**config.mk**
```make
export PLATFORM = sky130hd
export DESIGN_NAME = pt_walker
export DESIGN_NICKNAME = d
export VERILOG_FILES = /design/src/rtl/pt_walker_pkg.sv /design/src/rtl/pt_desc_addr.sv /design/src/rtl/pt_desc_decode.sv /design/src/rtl/pt_walker.sv
export SDC_FILE = /design/constraint.sdc
export NUM_CORES = 1
export LEC_CHECK = 0
export BUFFER_PORTS_ARGS = -buffer_cell sky130_fd_sc_hd__buf_2
export CAP_MARGIN = 10
export CORE_ASPECT_RATIO = 2
export CORE_MARGIN = 2
export CORE_UTILIZATION = 35
export CTS_BUF_LIST = sky130_fd_sc_hd__clkbuf_4 sky130_fd_sc_hd__clkbuf_8 sky130_fd_sc_hd__clkbuf_16
export DETAILED_ROUTE_END_ITERATION = 16
export SYNTH_ARGS = -nofsm -noshare
export SYNTH_HDL_FRONTEND = slang
export SYNTH_SLANG_ARGS = --single-unit
```
**constraint.sdc**
```tcl
create_clock -name clk -period 3.79 [get_ports clk]
set_input_delay 0.758 -clock clk [delete_from_list [all_inputs] [get_ports clk]]
set_output_delay 0.758 -clock clk [all_outputs]
set_load 0.005 [all_outputs]
```
**src/rtl/pt_walker_pkg.sv**
```systemverilog
package pt_walker_pkg;

    localparam int AW          = 32;
    localparam int L1_IDX_LSB  = 20;
    localparam int L2_IDX_LSB  = 12;
    localparam int LARGE_LSB   = 16;
    localparam int L2_BASE_LSB = 10;
    localparam int L1_IDX_W    = AW - L1_IDX_LSB;
    localparam int L2_IDX_W    = L1_IDX_LSB - L2_IDX_LSB;

    typedef enum logic [2:0] {
        ST_IDLE,
        ST_L1_ISSUE,
        ST_L1_WAIT,
        ST_L2_ISSUE,
        ST_L2_WAIT,
        ST_DONE
    } walk_st_e;

    typedef enum logic [1:0] {
        DK_FAULT,
        DK_TABLE,
        DK_LEAF
    } desc_kind_e;

    typedef struct packed {
        walk_st_e        st;
        logic [AW-1:0]   va;
        logic            wr;
        logic [AW-1:0]   base;
        logic [AW-1:0]   l2_base;
        logic [AW-1:0]   pa;
        logic            fault;
    } walk_state_t;

endpackage

```
**src/rtl/pt_desc_addr.sv**
```systemverilog
module pt_desc_addr
    import pt_walker_pkg::*;
(
    input  logic [AW-1:0] base,
    input  logic [AW-1:0] l2_base,
    input  logic [AW-1:0] va,
    output logic [AW-1:0] l1_addr,
    output logic [AW-1:0] l2_addr
);
    logic [AW-1:0] l1_off;
    logic [AW-1:0] l2_off;
    logic          unused_bits;

    assign l1_off  = {{(AW-L1_IDX_W-2){1'b0}}, va[AW-1:L1_IDX_LSB], 2'b00};
    assign l2_off  = {{(AW-L2_IDX_W-2){1'b0}}, va[L1_IDX_LSB-1:L2_IDX_LSB], 2'b00};
    assign l1_addr = base + l1_off;
    assign l2_addr = {l2_base[AW-1:L2_BASE_LSB], l2_off[L2_BASE_LSB-1:0]};

    assign unused_bits = ^{va[L2_IDX_LSB-1:0], l2_base[L2_BASE_LSB-1:0]};
endmodule

```
**src/rtl/pt_desc_decode.sv**
```systemverilog
module pt_desc_decode
    import pt_walker_pkg::*;
#(
    parameter int LEVEL = 1
) (
    input  logic [AW-1:0] desc,
    input  logic [AW-1:0] va,
    output desc_kind_e    kind,
    output logic [AW-1:0] pa
);
    generate
        if (LEVEL == 1) begin : g_first
            logic unused_bits;
            assign unused_bits = ^desc[L1_IDX_LSB-1:2];
            always_comb begin
                kind = DK_FAULT;
                pa   = '0;
                unique case (desc[1:0])
                    2'd2: begin
                        kind = DK_LEAF;
                        pa   = {desc[AW-1:L1_IDX_LSB], va[L1_IDX_LSB-1:0]};
                    end
                    2'd1:    kind = DK_TABLE;
                    default: kind = DK_FAULT;
                endcase
            end
        end else begin : g_second
            logic unused_bits;
            assign unused_bits = ^desc[L2_IDX_LSB-1:2];
            always_comb begin
                kind = DK_FAULT;
                pa   = '0;
                if (desc[1]) begin
                    kind = DK_LEAF;
                    pa   = {desc[AW-1:L2_IDX_LSB], va[L2_IDX_LSB-1:0]};
                end else if (desc[0]) begin
                    kind = DK_LEAF;
                    pa   = {desc[AW-1:LARGE_LSB], va[LARGE_LSB-1:0]};
                end
            end
        end
    endgenerate
endmodule

```
**src/rtl/pt_walker.sv**
```systemverilog
module pt_walker
    import pt_walker_pkg::*;
(
    input  logic          clk,
    input  logic          rst_n,
    input  logic          req_valid,
    input  logic [31:0]   req_va,
    input  logic          req_write,
    output logic          req_ready,
    input  logic [31:0]   tbl_base,
    output logic          mem_req,
    output logic [31:0]   mem_addr,
    input  logic          mem_valid,
    input  logic [31:0]   mem_rdata,
    output logic          rsp_valid,
    output logic [31:0]   rsp_pa,
    output logic          rsp_fault,
    output logic [31:0]   rsp_fault_va,
    output logic          rsp_fault_write
);
    walk_state_t q, d;

    logic [AW-1:0] l1_addr, l2_addr;
    logic [AW-1:0] l1_pa, l2_pa;
    desc_kind_e    l1_kind, l2_kind;

    pt_desc_addr u_addr (
        .base    (q.base),
        .l2_base (q.l2_base),
        .va      (q.va),
        .l1_addr (l1_addr),
        .l2_addr (l2_addr)
    );

    pt_desc_decode #(.LEVEL(1)) u_dec_l1 (
        .desc (mem_rdata),
        .va   (q.va),
        .kind (l1_kind),
        .pa   (l1_pa)
    );

    pt_desc_decode #(.LEVEL(2)) u_dec_l2 (
        .desc (mem_rdata),
        .va   (q.va),
        .kind (l2_kind),
        .pa   (l2_pa)
    );

    always_comb begin
        d = q;
        unique case (q.st)
            ST_IDLE: begin
                if (req_valid) begin
                    d.st      = ST_L1_ISSUE;
                    d.va      = req_va;
                    d.wr      = req_write;
                    d.base    = tbl_base;
                    d.l2_base = '0;
                    d.pa      = '0;
                    d.fault   = 1'b0;
                end
            end
            ST_L1_ISSUE: d.st = ST_L1_WAIT;
            ST_L1_WAIT: begin
                if (mem_valid) begin
                    unique case (l1_kind)
                        DK_LEAF: begin
                            d.pa = l1_pa;
                            d.st = ST_DONE;
                        end
                        DK_TABLE: begin
                            d.l2_base = {mem_rdata[AW-1:L2_BASE_LSB], {L2_BASE_LSB{1'b0}}};
                            d.st      = ST_L2_ISSUE;
                        end
                        default: begin
                            d.fault = 1'b1;
                            d.st    = ST_DONE;
                        end
                    endcase
                end
            end
            ST_L2_ISSUE: d.st = ST_L2_WAIT;
            ST_L2_WAIT: begin
                if (mem_valid) begin
                    if (l2_kind == DK_LEAF) d.pa = l2_pa;
                    else                    d.fault = 1'b1;
                    d.st = ST_DONE;
                end
            end
            ST_DONE: d.st = ST_IDLE;
            default: d.st = ST_IDLE;
        endcase
    end

    always_ff @(posedge clk or negedge rst_n) begin
        if (!rst_n) begin
            q <= '{st: ST_IDLE, default: '0};
        end else begin
            q <= d;
        end
    end

    assign req_ready       = (q.st == ST_IDLE);
    assign mem_req         = (q.st == ST_L1_ISSUE) || (q.st == ST_L2_ISSUE);
    assign mem_addr        = (q.st == ST_L2_ISSUE || q.st == ST_L2_WAIT) ? l2_addr : l1_addr;
    assign rsp_valid       = (q.st == ST_DONE);
    assign rsp_pa          = rsp_valid ? q.pa : '0;
    assign rsp_fault       = rsp_valid && q.fault;
    assign rsp_fault_va    = rsp_fault ? q.va : '0;
    assign rsp_fault_write = rsp_fault && q.wr;
endmodule

```
After elaboration in Yosys (flattened, before gate mapping)
Cells that the tools add are included.

Bits in registers: 133. Output and inout port bits: 101. Word-level logic and storage cells: 62.

$add $sub $neg: 1. Equal/unequal tests: 18. Multiplexer cells: 23. Reduce and logical (&&, ||, !) cells: 13.

Operator list (number): 2-to-1 mux 32 bit (9); 2-to-1 mux 133 bit (1); case mux 33 bit (3 select lines) (1); 2-to-1 mux 65 bit (1); case mux 32 bit (2 select lines) (1); 2-to-1 mux 33 bit (1); adder 32 x 14 -> 32 bit (1); case mux 3 bit (5 select lines) (1); inequality test 2 bit, second input constant (6); AND reduction 6 bit (2); 2-to-1 mux 3 bit (3); == test 2 bit, second input constant (3); == test 3 x 2 -> 1 bit, second input constant (2); == test 3 bit, second input constant (2); == test 2 x 1 -> 1 bit, second input constant (2); 2-to-1 mux 2 bit (2); inequality test 2 x 1 -> 1 bit, second input constant (2); case mux 2 bit (2 select lines) (1); AND reduction 4 bit (1); == test 3 x 1 -> 1 bit, second input constant (1); logical NOT 3 bit (1); AND reduction 3 bit (1); nonzero test 3 bit (1); logical AND 1 bit (2); 5 further kinds (7).

Logic depth before layout (Yosys ltp)
Depth in word-level cells: 7. Depth in mapped cells: 10.

Cells and area by module
From an unflattened synthesis, not the netlist that was laid out.

Cells, all modules: 786. Area total of the unflattened synthesis: 7840.0 um^2.

By module, submodules not included: pt_walker (instances 1, cells an instance 536, area an instance 6003.3 um^2, seq. area each 3078.0 um^2); pt_desc_addr (instances 1, cells an instance 170, area an instance 1251.2 um^2, seq. area each 0.0 um^2); pt_desc_decode at u_dec_l1 (instances 1, cells an instance 40, area an instance 322.8 um^2, seq. area each 0.0 um^2); pt_desc_decode at u_dec_l2 (instances 1, cells an instance 40, area an instance 262.8 um^2, seq. area each 0.0 um^2).

Worst setup path after synthesis
OpenSTA, ideal clock, no wires.

Kind: register -> output. Start point: register q[67] (netlist bit). End point: output port mem_addr[16]. Arrival time: 2.353 ns. Slack: 0.679 ns. Stages on the path, launching flop included: 9. Cells stage by stage: dfrtp_1 > ha_1 > fa_1 > a21o_1 > a221o_1 > a221oi_4 > and2_4 > o21ai_1 > a31oi_1.

Longest elaborated chain between the ends: 2.

RTL lines: from (decl) (line pt_walker.sv:21) `walk_state_t q, d;`; from (signal assigned) (line pt_walker.sv:97) `q <= '{st: ST_IDLE, default: '0};`; from (signal assigned) (line pt_walker.sv:99) `q <= d;`; adder 32 x 14 -> 32 bit (line pt_desc_addr.sv:16) `assign l1_addr = base + l1_off;`; 2-to-1 mux 32 bit (line pt_walker.sv:105) `assign mem_addr = (q.st == ST_L2_ISSUE || q.st == ST_L2_WAIT) ? l2_addr : l1_addr;`; to (decl) (line pt_walker.sv:12) `output logic [31:0] mem_addr,`.

Every way passes these cells.

Final worst setup path
Start point: register q[118] (netlist bit). End point: output port mem_addr[30].

The elaborated chain is that of the path after synthesis.

==> metrics.md <==
| Metric | Value |
|---|---|
| Cts hold-fix bufs | `0` |
| Drt pass-1 iters | `4` |
| # setup viols final | `0` |
| Internal power | `4.61 mW` |
| WL/cell | `17.0 µm` |
| Switch Pwr | `3.13 mW` |
| Fillers | `1860` |
| Die width | `101 µm` |
| Critical Path Max Stage Delay | `0.42 ns` |
| Min-delay worst type | `primary input to async pin` |
| Peak supply drop | `0.529 mV` |
| Initial Util | `35.9%` |
| Routed Antenna Nets | `0` |
| Final nets | `985` |
| Worst Path Max Fanout | `6` |
| Syn. warnings | `0` |
| Mean Syn Cell Area | `9.67 µm²` |
| Die area | `19900 µm²` |
| Worst setup SP type | `register` |
| DP Wirelength | `14.0 mm` |
| Post-Place Worst Slack | `0.260 ns` |
| Max cap viols | `0` |
| CTS H-tree depth | `4` |
| Power share of the sequential group | `32.3%` |
| CP delay by family, top | `compound AO/OA/AOI/OAI gates` |
| Max FFs per register | `123` |
| PnR worst setup slack | `0.0971 ns` |
| Crit path buf inv count | `2` |
| Worst Tran Pin Value | `1.08 ns` |
| Grt total ovfl | `0` |
| Initial antenna violation count | `0` |
| Status | `completed` |
| PnR Total Power | `7.74 mW` |
| Top cell type's share of synthesized area | `46.9%` |
| Sw Ratio | `40.4%` |
| Synth area leader | `dfrtp_1` |
| Slowest cell on crit path | `dfrtp_1` |
| Register area share after synthesis | `46.9%` |
| Clock skew | `0.0101 ns` |
| Regs by FF count | `q (123)` |
| Max clock buf depth | `2` |
| Synth Net Count | `796` |
| Comb pwr share | `46.6%` |
| Via count | `5513` |
| Pleak | `4.20 nW` |
| Die height | `198 µm` |
| Clock Pin Slew Worst Setup and Hold Paths | `0.06 ns` |
| Max-slew violations | `0` |
| Netlist cell types | `54` |
| IO Count | `202` |
| Unrepaired setup endpoints after global routing | `yes` |
| Commonest non-fill, non-tap cell in the layout | `buf_2` |
| Worst EP required | `3.03 ns` |
| Vias per Instance | `5.03` |
| Mapped Area | `6560 µm²` |
| Layout cells sized above 1 | `37.2%` |
| Crit path cell chain | `ha_4 -> fa_2 -> a21o_1 -> a221o_1 -> a221oi_4 -> buf_12 -> and2_4 -> o21ai_1 -> a31oi_1 -> buf_2` |
| TritonCTS clock tree | `done` |
| Largest net degree at the start of global routing | `74` |
| Total Wirelength | `18.7 mm` |
| Num rows | `70` |
| Commonest cells after routing, fill and taps aside | `buf_2, nand2_1, dfrtp_1, mux2_2, o21ai_0` |
| Post-route clock period utilization | `97.4%` |
| Fmax | `271 MHz` |
| Ys flop type | `dfrtp_1` |
| Worst Path Arrival | `2.93 ns` |
| Rel. slew slack | `27.7%` |
| Synth area leaders | `dfrtp_1, mux2_2, nand2_1, and2_1, o21ai_0` |
| Iteration-0 DRC Markers | `199` |
| Critical path class | `register to output port` |
| First-pass GRT wire length | `29.4 mm` |
| PwrDens | `916 nW/µm²` |
| Final Hold Vio Count | `0` |
| Synthesis-to-layout area growth | `28.7%` |
| CTS Root Cell | `clkbuf_16` |
| Post-synth EDFFs | `0` |
| Final core utilization | `46.1%` |
| N_diodes | `0` |
| Synthesized flop and latch total | `123` |
| Number of global-route vias before repair | `5577` |
| Clock Power Share | `21.1%` |
| Mapped Cells | `679` |
| Reg with most FFs | `q` |
| # port buffers | `193` |
| Final min period | `3.69 ns` |
| CP Capture Type | `output port` |
| CTS buffer count | `17` |
| DRC viols | `0` |
| Clock latency on the worst-skew pair | `0.42 ns` |
| Total track usage | `19.4%` |
| CTS Sinks | `123` |
| Core area | `18300 µm²` |
| Asr flop ratio synth | `100%` |
| Routability cong. | `0.899` |
## kinds of logic after synthesis
logic type	count (synthesis)	share of synthesized area (%)
AO/OA/AOI/OAI	110	10.5
flip-flops	123	46.9
XOR/XNOR	26	3.47
adder cells (fa/ha/maj)	16	3.16
multiplexers	63	10.8
AND/OR/NAND/NOR	290	21.7
buffers and inverters	51	3.41
## stage by stage
step / setup TNS, ns / hold slack, ns / instances / area (µm²)
floorplan: 0 / 0.430 / 679 / 6560
global placement: 0 / 0.442 / 1061 / 7780
detailed placement: 0 / 0.448 / 1061 / 7780
CTS: 0 / 0.375 / 1095 / 8420
global route: -0.0815 / 0.409 / 1097 / 8450
finish: 0 / 0.335 / 1097 / 8450
## routing by layer
| metal | up-vias | wire length, µm | share of wire, % | GRT usage, % |
|---|---|---|---|---|
| met5 | - | 0 | 0 | 0 |
| met4 | 0 | 678 | 3.6 | 9.74 |
| met3 | 36 | 755 | 4.0 | 3.29 |
| met2 | 142 | 10100 | 54 | 35.1 |
| met1 | 2619 | 7120 | 38 | 21.3 |
| li1 | 2716 | - | - | - |
## final timing paths
| check | slack, ns | start | cells past startpoint | endpoint |
|---|---|---|---|---|
| hold / removal | 0.33 | rst_n | 1 | q[106] |
| hold reg to reg | 0.46 | q[26] | 2 | q[26] |
| setup reg to reg | 1.27 | q[131] | 5 | q[23] |
| setup / recovery | 0.1 | q[118] | 10 | mem_addr[30] |
| max in group asynchronous | 2.61 | rst_n | 2 | q[82] |
| min in group clk | 0.46 | q[26] | 2 | q[26] |
## power groups by stage
| stage | Sequential [mW] | Combinational, mW | Clock (mW) |
|---|---|---|---|
| 3_3_place_gp | 2.49 | 3.51 | 0 |
| 4_1_cts | 2.50 | 3.62 | 1.69 |
| 5_1_grt | 2.59 | 4.01 | 1.73 |
| 3_5_place_dp | 2.51 | 3.54 | 0 |
| 6_report | 2.50 | 3.61 | 1.63 |
| 2_1_floorplan | 2.25 | 2.44 | 0 |
## cell type report
class	instances	area [µm²]	share of cell area [%]
Multi-Input combinational cell	505	3320	39.3
Sequential cell	123	3080	36.4
Timing Repair Buffer	211	1140	13.6
Clock buffer	19	453	5.36
Tap cell	216	270	3.20
Clock inverter	13	143	1.69
Inverter	10	37.5	0.444
## repair_timing
item,in CTS,in global routing
cloned,0,0
pin swaps,4,4
buffers inserted,2,2
resized for setup,5,3
endpoints found under the setup margin,10,10
## synth_stat cells, types with 2 or more instances
library cell  count
xor2_1            8
nor3b_1           2
o21ai_0          45
o211ai_1          2
buf_1             4
nand2b_1          2
dfrtp_1         123
buf_2            14
and2_1           36
a221oi_1          5
o21ai_1          14
inv_1            10
a211oi_1          5
xnor2_1          18
o22ai_1           2
or3_1             3
a31oi_1           3
a211oi_2          2
a21oi_1          12
a32oi_1           4
nand3_1          27
nor3_1            5
buf_4             2
nor3_2            2
a21o_1            8
nand2_1         141
and3_1           35
mux2_2           62
ha_1             15
nor2_1           25
clkbuf_1         20
(Power assumes the default switching activity.)
